<file path="config.mk">
export PLATFORM = sky130hd
export DESIGN_NAME = pause_code_tx
export DESIGN_NICKNAME = d
export VERILOG_FILES = /design/src/rtl/pw_pkg.sv /design/src/rtl/pw_bit_src.sv /design/src/rtl/pw_seq.sv /design/src/rtl/pw_stamp.sv /design/src/rtl/pause_code_tx.sv
export SDC_FILE = /design/constraint.sdc
export NUM_CORES = 1
export LEC_CHECK = 0
export BUFFER_PORTS_ARGS = -buffer_cell sky130_fd_sc_hd__buf_2
export CELL_PAD_IN_SITES_DETAIL_PLACEMENT = 1
export CELL_PAD_IN_SITES_GLOBAL_PLACEMENT = 1
export CORE_MARGIN = 2
export CORE_UTILIZATION = 40
export DETAILED_ROUTE_END_ITERATION = 8
export PLACE_DENSITY_LB_ADDON = 0.1
export SYNTH_ARGS = -nofsm -noshare
export SYNTH_HDL_FRONTEND = slang
export SYNTH_HIERARCHICAL = 1
export SYNTH_SLANG_ARGS = --single-unit
</file>
<file path="constraint.sdc">
create_clock -name clk_i -period 2.7 [get_ports clk_i]
set_input_delay 0.675 -clock clk_i [delete_from_list [all_inputs] [get_ports clk_i]]
set_output_delay 0.675 -clock clk_i [all_outputs]
set_load 0.005 [all_outputs]
</file>
<file path="src/rtl/pw_pkg.sv">
package pw_pkg;
  typedef enum logic [1:0] {
    ST_IDLE,
    ST_GAP,
    ST_MARK,
    ST_TAIL
  } tx_st_e;
endpackage

</file>
<file path="src/rtl/pw_bit_src.sv">
module pw_bit_src #(
  parameter int DATA_W = 32,
  parameter int CNT_W  = 6
) (
  input  logic              clk_i,
  input  logic              rst_ni,
  input  logic              load_i,
  input  logic              shift_i,
  input  logic [DATA_W-1:0] data_i,
  input  logic [CNT_W-1:0]  nbits_i,
  output logic              bit_o,
  output logic              last_o
);
  localparam logic [CNT_W-1:0] MaxCnt = CNT_W'(DATA_W);

  logic [DATA_W-1:0] sr_q;
  logic [CNT_W-1:0]  left_q;

  always_ff @(posedge clk_i or negedge rst_ni) begin
    if (!rst_ni) begin
      sr_q   <= '0;
      left_q <= '0;
    end else if (load_i) begin
      sr_q   <= data_i;
      left_q <= (nbits_i > MaxCnt) ? MaxCnt : nbits_i;
    end else if (shift_i) begin
      sr_q   <= sr_q >> 1;
      left_q <= left_q - 1'b1;
    end
  end

  assign bit_o  = sr_q[0];
  assign last_o = (left_q == CNT_W'(1));
endmodule

</file>
<file path="src/rtl/pw_seq.sv">
module pw_seq
  import pw_pkg::*;
#(
  parameter int PAUSE_T = 30,
  parameter int ONE_T   = 150,
  parameter int ZERO_T  = 90,
  parameter int TW      = 8
) (
  input  logic clk_i,
  input  logic rst_ni,
  input  logic tick_i,
  input  logic start_i,
  input  logic nz_i,
  input  logic last_i,
  input  logic bit_i,
  input  logic ks_bit_i,
  output logic load_o,
  output logic shift_o,
  output logic frame_end_o,
  output logic car_o,
  output logic ks_step_o,
  output logic busy_o,
  output logic done_o
);
  tx_st_e        st_q;
  logic [TW-1:0] tcnt_q;
  logic [TW-1:0] len_q;
  logic          gap_end, mark_end;

  assign gap_end     = (tcnt_q == TW'(PAUSE_T - 1));
  assign mark_end    = (tcnt_q == len_q - 1'b1);
  assign load_o      = (st_q == ST_IDLE) && start_i;
  assign shift_o     = (st_q == ST_MARK) && tick_i && mark_end;
  assign frame_end_o = (st_q == ST_TAIL) && tick_i && gap_end;
  assign busy_o      = (st_q != ST_IDLE);

  always_ff @(posedge clk_i or negedge rst_ni) begin
    if (!rst_ni) begin
      st_q      <= ST_IDLE;
      tcnt_q    <= '0;
      len_q     <= TW'(ZERO_T);
      car_o     <= 1'b1;
      ks_step_o <= 1'b0;
      done_o    <= 1'b0;
    end else begin
      ks_step_o <= 1'b0;
      done_o    <= 1'b0;
      unique case (st_q)
        ST_IDLE: if (start_i) begin
          st_q   <= nz_i ? ST_GAP : ST_TAIL;
          tcnt_q <= '0;
          car_o  <= 1'b0;
        end
        ST_GAP: if (tick_i) begin
          tcnt_q <= tcnt_q + 1'b1;
          if (gap_end) begin
            st_q      <= ST_MARK;
            car_o     <= 1'b1;
            ks_step_o <= 1'b1;
            len_q     <= (bit_i ^ ks_bit_i) ? TW'(ONE_T) : TW'(ZERO_T);
          end
        end
        ST_MARK: if (tick_i) begin
          if (mark_end) begin
            tcnt_q <= '0;
            car_o  <= 1'b0;
            st_q   <= last_i ? ST_TAIL : ST_GAP;
          end else begin
            tcnt_q <= tcnt_q + 1'b1;
          end
        end
        ST_TAIL: if (tick_i) begin
          if (gap_end) begin
            st_q   <= ST_IDLE;
            car_o  <= 1'b1;
            done_o <= 1'b1;
            tcnt_q <= '0;
          end else begin
            tcnt_q <= tcnt_q + 1'b1;
          end
        end
        default: st_q <= ST_IDLE;
      endcase
    end
  end
endmodule

</file>
<file path="src/rtl/pw_stamp.sv">
module pw_stamp #(
  parameter int SW = 16
) (
  input  logic          clk_i,
  input  logic          rst_ni,
  input  logic          tick_i,
  input  logic          clr_i,
  output logic [SW-1:0] stamp_o
);
  always_ff @(posedge clk_i or negedge rst_ni) begin
    if (!rst_ni)     stamp_o <= '0;
    else if (clr_i)  stamp_o <= '0;
    else if (tick_i) stamp_o <= stamp_o + 1'b1;
  end
endmodule

</file>
<file path="src/rtl/pause_code_tx.sv">
module pause_code_tx #(
  parameter int DATA_W  = 32,
  parameter int CNT_W   = $clog2(DATA_W + 1),
  parameter int PAUSE_T = 30,
  parameter int ONE_T   = 150,
  parameter int ZERO_T  = 90,
  parameter int STAMP_W = 16
) (
  input  logic               clk_i,
  input  logic               rst_ni,
  input  logic               tick_i,
  input  logic               start_i,
  input  logic [DATA_W-1:0]  data_i,
  input  logic [CNT_W-1:0]   nbits_i,
  input  logic               ks_bit_i,
  input  logic               kill_i,
  output logic               carrier_o,
  output logic               ks_step_o,
  output logic               busy_o,
  output logic               done_o,
  output logic [STAMP_W-1:0] stamp_o
);
  localparam int TW = $clog2(ONE_T + 1);

  logic load, shift, frame_end, car, cur_bit, last_bit;

  pw_bit_src #(.DATA_W(DATA_W), .CNT_W(CNT_W)) u_src (
    .clk_i  (clk_i),
    .rst_ni (rst_ni),
    .load_i (load),
    .shift_i(shift),
    .data_i (data_i),
    .nbits_i(nbits_i),
    .bit_o  (cur_bit),
    .last_o (last_bit)
  );

  pw_seq #(.PAUSE_T(PAUSE_T), .ONE_T(ONE_T), .ZERO_T(ZERO_T), .TW(TW)) u_seq (
    .clk_i      (clk_i),
    .rst_ni     (rst_ni),
    .tick_i     (tick_i),
    .start_i    (start_i),
    .nz_i       (nbits_i != '0),
    .last_i     (last_bit),
    .bit_i      (cur_bit),
    .ks_bit_i   (ks_bit_i),
    .load_o     (load),
    .shift_o    (shift),
    .frame_end_o(frame_end),
    .car_o      (car),
    .ks_step_o  (ks_step_o),
    .busy_o     (busy_o),
    .done_o     (done_o)
  );

  pw_stamp #(.SW(STAMP_W)) u_stamp (
    .clk_i  (clk_i),
    .rst_ni (rst_ni),
    .tick_i (tick_i),
    .clr_i  (frame_end),
    .stamp_o(stamp_o)
  );

  assign carrier_o = car & ~kill_i;
endmodule

</file>
[After elaboration in Yosys (flattened, before gate mapping)]
Cells that the tools add are included.
Word-level totals
  word-level logic and storage cells: 82
  input port bits: 44
  bits in registers: 75
Cells by class
  order comparisons: 1
  reductions and logical operators: 15
  add/sub/neg operators: 4
  multiplexer cells: 35
  bitwise operators: 3
  eq/ne operators: 15
Operators with widths (count)
  two-way mux 32 bit: 2
  two-way mux 8 bit: 7
  two-way mux 16 bit: 2
  case mux 8 bit (4 select lines): 1
  two-way mux 2 bit: 9
  two-way mux 6 bit: 3
  adder 16 x 1 -> 16 bit (second input constant): 1
  inequality test 2 x 1 -> 1 bit (second input constant): 5
  two-way mux 1 bit: 9
  adder 8 x 1 -> 8 bit (second input constant): 1
  equality test 8 x 5 -> 1 bit (second input constant): 1
  equality test 8 bit: 1
  inequality test 2 bit (second input constant): 4
  case mux 2 bit (4 select lines): 1
  subtractor 8 x 1 -> 8 bit (second input constant): 1
  AND reduction 7 bit: 1
  equality test 6 x 1 -> 1 bit (second input constant): 1
  > comparator 6 bit (second input constant): 1
  nonzero test 2 bit: 3
  nonzero test 6 bit: 1
  subtractor 6 x 1 -> 6 bit (second input constant): 1
  logical AND 1 bit: 5
  AND reduction 5 bit: 1
  equality test 2 bit (second input constant): 2
  other kinds (9): 9

[Longest topological paths before layout]
Gate-level depths: netlist (run 1).
  depth after elaboration: 5
  mapped depth: 10
  gate-level depth less buffers: 9

[Hierarchy]
Netlist (run 1), hierarchy kept.
By module, submodules not included
  pw_bit_src: area an instance 1796.7 um^2, sequential area each 950.9 um^2, instances 1, cells each 176
  pw_seq: area an instance 944.7 um^2, sequential area each 377.9 um^2, instances 1, cells each 96
  pw_stamp: area an instance 872.1 um^2, sequential area each 400.4 um^2, instances 1, cells each 82
  pause_code_tx: area an instance 20.0 um^2, sequential area each 0.0 um^2, instances 1, cells each 4

[Least setup slack after synthesis (run 1)]
OpenSTA, ideal clock, no wires.
  kind: reg2reg
  start point: register u_seq.tcnt_q[1]
  end point: register u_src.left_q[3]
  cell stages (with the launch flop): 10
  clock period less this slack: 2241 ps
  arrival time: 2159 ps
  slack: 459 ps
  path buffers: 1
  cells stage by stage: dfrtp_1 inv_1 ha_1 and3b_2 o221ai_1 nor3_1 buf_4 or3b_1 or3_1 a31oi_1
Between the ends
  cells in the longest elaborated chain, start to end: 3
RTL lines
  start: declaration: line pw_seq.sv:26  | logic [TW-1:0] tcnt_q;
  start signal: assignment: line pw_seq.sv:55  | tcnt_q <= tcnt_q + 1'b1;
  start signal: assignment: line pw_seq.sv:69  | tcnt_q <= tcnt_q + 1'b1;
  start signal: assignment: line pw_seq.sv:79  | tcnt_q <= tcnt_q + 1'b1;
  equality test 8 bit: line pw_seq.sv:31  | assign mark_end = (tcnt_q == len_q - 1'b1);
  logical AND 1 bit: line pw_seq.sv:33  | assign shift_o = (st_q == ST_MARK) && tick_i && mark_end;
  net shift: line pause_code_tx.sv:25  | logic load, shift, frame_end, car, cur_bit, last_bit;
  nonzero test 2 bit (no line)
  end signal: assignment: line pw_bit_src.sv:25  | left_q <= (nbits_i > MaxCnt) ? MaxCnt : nbits_i;
  end signal: assignment: line pw_bit_src.sv:28  | left_q <= left_q - 1'b1;
  end: declaration: line pw_bit_src.sv:17  | logic [CNT_W-1:0] left_q;
The timed path passes the listed nets, and every way through them passes these cells.
A chain may end at the register's enable or synchronous reset.

[Final worst setup path (run 1)]
  start point: register u_seq.tcnt_q[1]
  end point: register u_src.left_q[5]
Same word-level chain as after synthesis.

==> metrics.txt, run 1 <==
status=complete, no violations; starting DRC count in detailed routing=61; worst reg2reg path depth=8; setup TNS=0 ps; final max-slew violation count=0; Setup CP Type=register to register; final instance area=4270 um2; Mapped Area=3630 um2; I/O pins=64; Final Net Count=468; P&R area growth vs syn=17.4%; vias in the first global route=2,924; die area=9860 um2; CP Data Required Time=2950 ps; placed cell areas=4050 um2; hold buffers post-CTS=0; post-cts sizing count=0; H-tree levels=3; #FFs+latches synth=69; Initial Utilization=0.415; Cell variety after synth=53; Die W=99.3 um; routability congestion estimate from global placement=0.813; Mapped Cells=358; first-pass GRT wire length=13,800 um; antenna violation net count after detailed routing=0; Seq/Total Area, Yosys=0.476; Slew @ Worst Pin=606 ps; initial antenna violation count=0; CP Capture Type=register; Reg2Reg Capture Point=u_src/left_q[5]; DRC=0; CTS root buf=clkbuf_8; share of layout cells above drive strength 1=0.252; Worst Clk Skew=9.28 ps; DRT Pass-1 Iters=4; Clock Path Buffers=2; Critical Path Fanout Max=5; CTS clk-pin slew, worst paths=70 ps; Final HPWL DP=5650 um; Tcrit/Tclk final=0.922; core area=8760 um2; number of vias per cell=5.27; drt wl/cell=14.7 um; Total Wirelength=7830 um; asr flop ratio synth=1.00; Setup crit start kind=register; RSZ-0062 raised after global routing=no; fin crit period=2490 ps; syn_area_per_cell=10.1 um2; post-synthesis net count=407; Post-synth EDFFs=0; CTS tree=done; Sink Count=69; num rows=34; critical path data arrival time=2740 ps; Hold Path Class=input pin to async pin; Die Span Y=99.3 um; total gr overflow=0; Max-cap violations=0; Primary FF master, synth=dfrtp_1; setup violators final=0; Slew headroom=0.596; pin count of the biggest net entering global routing=46; clk_lat worst skew=340 ps; leakage=1.80 nW; upper clock frequency limit=402 MHz; WHS=340 ps; number of fill cells in the layout=1,038; final hold vios=0; reg2reg start=u_seq/tcnt_q[1]; CTS Buf Count=9; gr usage total=0.172; port bufs=63; n_diodes=0; maximum VDD drop=0.254 mV; pwr dens=771 nW/um2; Yosys warnings=6; r2r setup slk=210 ps; # Post-CTS Setup Buffers=0; Via Count=2,801
==> registers in the layout, summed over array words and instances, names as in the netlist, 2 cells and up <==
register,flops
u_seq/st_q,2
u_seq/tcnt_q,8
u_src/sr_q,32
u_stamp/stamp_o,16
u_src/left_q,6
u_seq/len_q,2
==> report_power, final <==
part / switching, mW / total (mW) / internal (mW)
combinational: 0.364 / 0.727 / 0.363
clock: 0.384 / 0.934 / 0.549
sequential: 0.290 / 1.63 / 1.34
==> through the flow <==
| stage | power (mW) | utilization | cells | worst slack (ps) |
|---|---|---|---|---|
| 3_3_place_gp | 2.34 | 0.462 | 516 | 371 |
| 4_1_cts | 3.33 | 0.487 | 532 | 212 |
| 6_report | 3.29 | 0.487 | 532 | 212 |
| 5_1_grt | 3.54 | 0.487 | 532 | 76.4 |
| 3_5_place_dp | 2.39 | 0.462 | 516 | 238 |
| 2_1_floorplan | 2.11 | - | 358 | 459 |
==> layout by cell type, fill, tap and decap left out, types with 4 or more instances in the layout <==
cell type	n
nand4_1	5
buf_2	63
nand2_1	46
a21oi_1	5
xor2_1	5
ha_1	5
inv_1	14
nor2b_1	4
clkbuf_8	10
and3_1	5
buf_4	5
a31oi_1	10
nand3_1	9
o21ai_0	44
mux2i_1	36
or3_1	6
nor2_1	19
nor3_1	4
dfrtp_1	67
xnor2_1	9
nor4_2	4
==> per-layer routing <==
layer	track usage	wire length, um
met1	0.235	3790
met2	0.272	3590
met3	0.0358	360
met4	0.0601	90
met5	0	0
==> cell type report <==
| type | count | area (um2) | share of cell area |
|---|---|---|---|
| clock buffer | 13 | 149 | 0.0349 |
| clock inverter | 3 | 68.8 | 0.0161 |
| inverter | 15 | 56.3 | 0.0132 |
| multi-input combinational | 254 | 1740 | 0.407 |
| sequential | 69 | 1730 | 0.405 |
| tap | 108 | 135 | 0.0317 |
| timing repair buffer | 70 | 393 | 0.0921 |
==> synthesized netlist by cell type (5+ instances only) <==
cell,n,area share
dfrtp_1,67,0.46
nand2_1,46,0.048
o21ai_0,44,0.061
mux2i_1,36,0.099
nor2_1,19,0.020
inv_1,15,0.015
a31oi_1,10,0.017
clkbuf_1,9,0.0093
nand3_1,9,0.012
xnor2_1,9,0.022
or3_1,6,0.010
a21oi_1,5,0.0069
and3_1,5,0.0086
ha_1,5,0.017
nand4_1,5,0.0086
nor3_1,5,0.0069
xor2_1,5,0.012
==> critical path, cell delays in order, from the launching register on <==
cell and delay, ps:
dfrtp_1 410, inv_1 90, ha_1 150, and3b_2 260, o221ai_1 270, nor3_2 310
or3b_1 430, or3_1 320, a31oi_1 170
==> kinds of logic (layout without fill, tap and decap cells) <==
| kind of cell | count (synthesis) | in the layout | synth area share |
|---|---|---|---|
| DFF | 69 | 69 | 0.476 |
| AOI/OAI and AO/OA | 72 | 72 | 0.119 |
| xor gates and xnor gates | 14 | 14 | 0.0337 |
| adders and majority gates | 5 | 5 | 0.0172 |
| buffers and inverters | 35 | 101 | 0.0479 |
| and+or+nand+nor | 122 | 122 | 0.188 |
| muxes | 41 | 41 | 0.118 |
==> worst max-delay path by stage <==
stage | start | to | cells past startpoint
after floorplan | u_seq/tcnt_q[1] | u_src/left_q[3] | 9
after global placement | u_seq/tcnt_q[1] | u_src/left_q[5] | 8
after detailed placement | u_seq/tcnt_q[1] | u_src/left_q[3] | 8
after CTS | u_seq/tcnt_q[1] | u_src/left_q[5] | 8
after global routing | u_seq/tcnt_q[1] | u_src/left_q[5] | 8
final | u_seq/tcnt_q[1] | u_src/left_q[5] | 8
(Power assumes the default switching activity.)
==> inputs of run 2 (changes only) <==
==> constraint.sdc (replaced) <==
create_clock -name clk_i -period 2.9 [get_ports clk_i]
set_input_delay 0.725 -clock clk_i [delete_from_list [all_inputs] [get_ports clk_i]]
set_output_delay 0.725 -clock clk_i [all_outputs]
set_load 0.005 [all_outputs]
==> run 2 against run 1 <==
Critical path type unchanged. Combinational power decreased by 7.7%. Count of clock-buffer cells in the layout down 1. Largest cell class unchanged. Clock power increased by 2.7%. Die area unchanged. Worst setup slack improved by 120 ps.
==> metrics.txt, run 2 (same netlist as run 1, synthesis figures left out) <==
status=complete, no violations; Slew headroom=0.582 (-0.0145); Tcrit/Tclk final=0.885 (-0.0368); final hold vios=0 (unchanged); upper clock frequency limit=390 MHz (-3.0%); final max-slew violation count=0 (unchanged); CTS tree=done; Setup CP Type=register to register; vias in the first global route=2,922 (-0.068%); DRT Pass-1 Iters=4 (unchanged); max FFs per register=32 (unchanged); Total Wirelength=8050 um (+2.8%); CP Capture Type=register; clk_lat worst skew=350 ps (about the same); setup violators final=0 (unchanged); CTS root buf=clkbuf_8; number of fill cells in the layout=1,007 (-3.0%); routability congestion estimate from global placement=0.774 (-4.8%); most frequent cells in the layout=dfrtp_1, buf_2, nand2_1; n_diodes=0 (unchanged); DRC=0 (unchanged); num rows=34 (unchanged); CTS Buf Count=9 (unchanged); I/O pins=64 (unchanged); maximum VDD drop=0.238 mV (-6.6%); Storage cell area=1730 um2 (unchanged); CTS clk-pin slew, worst paths=80 ps (about the same); final core utilization=0.487 (about the same); largest register by flop count=u_src/sr_q; initial antenna violation count=0 (unchanged); Final HPWL DP=5620 um (-0.50%); critical path data arrival time=2820 ps (+80 ps); commonest non-fill, non-tap cell in the layout=dfrtp_1; hold buffers post-CTS=0 (unchanged); pwr dens=738 nW/um2 (-4.3%); placed cell areas=4030 um2 (-0.49%); Slowest-stage cell, CP=or3b_1; critical-path cell list=inv_1 -> ha_1 -> and3b_2 -> o221ai_1 -> nor3_2 -> or3b_1 -> or3_1 -> a31oi_1; share of layout cells above drive strength 1=0.253 (+0.000597); CP Data Required Time=3150 ps (+200 ps); Sink Count=69 (unchanged); gr usage total=0.176 (+0.00381); drt wl/cell=15.2 um (+3.0%); pin count of the biggest net entering global routing=46 (unchanged); Slew @ Worst Pin=627 ps (+21.8 ps); dpl ws=411 ps (+173 ps); starting DRC count in detailed routing=81 (+33%); P&R area growth vs syn=17.5% (about the same); Clock Path Buffers=2 (unchanged); Setup crit start kind=register; Critical Path Fanout Max=5 (unchanged); port bufs=63 (unchanged); number of vias per cell=5.29 (+0.51%); Design Power=3.15 mW (-4.2%); Final Net Count=467 (-0.21%); die area=9860 um2 (unchanged); Max-cap violations=0 (unchanged); final instance area=4270 um2 (about the same); setup TNS=0 ps (unchanged); Worst Clk Skew=12.3 ps (+3.03 ps); Die W=99.3 um (unchanged); CP max stage delay=430 ps (about the same); # Post-CTS Setup Buffers=0 (unchanged); core area=8760 um2 (unchanged); antenna violation net count after detailed routing=0 (unchanged); biggest regs=u_src/sr_q (32), u_stamp/stamp_o (16), u_seq/tcnt_q (8); Multi-input gate area=1740 um2 (unchanged); leakage=1.80 nW (+0.37%); Initial Utilization=0.415 (unchanged); H-tree levels=3 (unchanged); RSZ-0062 raised after global routing=no; final setup margin=334 ps (+122 ps); fin crit period=2570 ps (+77.6 ps); first-pass GRT wire length=13,900 um (+1.2%); Via Count=2,810 (+0.32%); post-cts sizing count=0 (unchanged); Die Span Y=99.3 um (unchanged); total gr overflow=0 (unchanged); Hold Path Class=input pin to async pin
==> run 2: changes by cell type in the layout (fill, tap and decap cells not counted), sizes merged <==
cell	delta
bufinv	+1
clkbuf	-1
buf	-1
==> run 2: area by class of cell <==
class | count | share of cell area
Sequential cell | 69 | 0.405
Inverter | 15 | 0.0132
Multi-Input combinational cell | 254 | 0.407
Timing Repair Buffer | 69 | 0.0873
Clock inverter | 4 | 0.0223
Clock buffer | 12 | 0.0340
Tap cell | 108 | 0.0317
==> run 2: per-layer routing <==
layer	vias up	wire [um]	GRT usage
li1	1380	-	-
met1	1361	3840	0.233
met2	61	3780	0.286
met3	8	351	0.0387
met4	0	73	0.0601
met5	-	0	0
==> run 2: worst paths after layout <==
check	cells past startpoint	endpoint	slack [ps]	startpoint
max	8	u_src/left_q[3]	330	u_seq/tcnt_q[1]
min	1	u_seq/tcnt_q[4]	390	rst_ni
max reg2reg	8	u_src/left_q[3]	330	u_seq/tcnt_q[1]
min reg2reg	2	u_seq/len_q[6]	500	u_seq/len_q[6]
max in group asynchronous	2	u_seq/len_q[6]	1800	rst_ni
min in group clk_i	2	u_seq/len_q[6]	500	u_seq/len_q[6]
==> run 2: power by group <==
group | switching [mW] | leakage, nW | internal [mW]
clock | 0.364 | 0.121 | 0.595
sequential | 0.275 | 0.866 | 1.25
combinational | 0.335 | 0.816 | 0.335
==> run 2: worst max-delay path, delay by kind of cell, from the launching register on <==
family | cells | cell delay (ps)
AND/OR/NAND/NOR | 4 | 1380
AO/OA/AOI/OAI | 2 | 450
flip-flops | 1 | 410
adder cells (fa/ha/maj) | 1 | 150
buffers and inverters | 1 | 80
==> run 2: through the flow <==
| stage | cells | hold WS [ps] |
|---|---|---|
| 6_report | 531 | 386 |
| 5_1_grt | 531 | 426 |
| 4_1_cts | 531 | 406 |
| 3_5_place_dp | 515 | 489 |
| 3_3_place_gp | 515 | 476 |
| 2_1_floorplan | 358 | 429 |
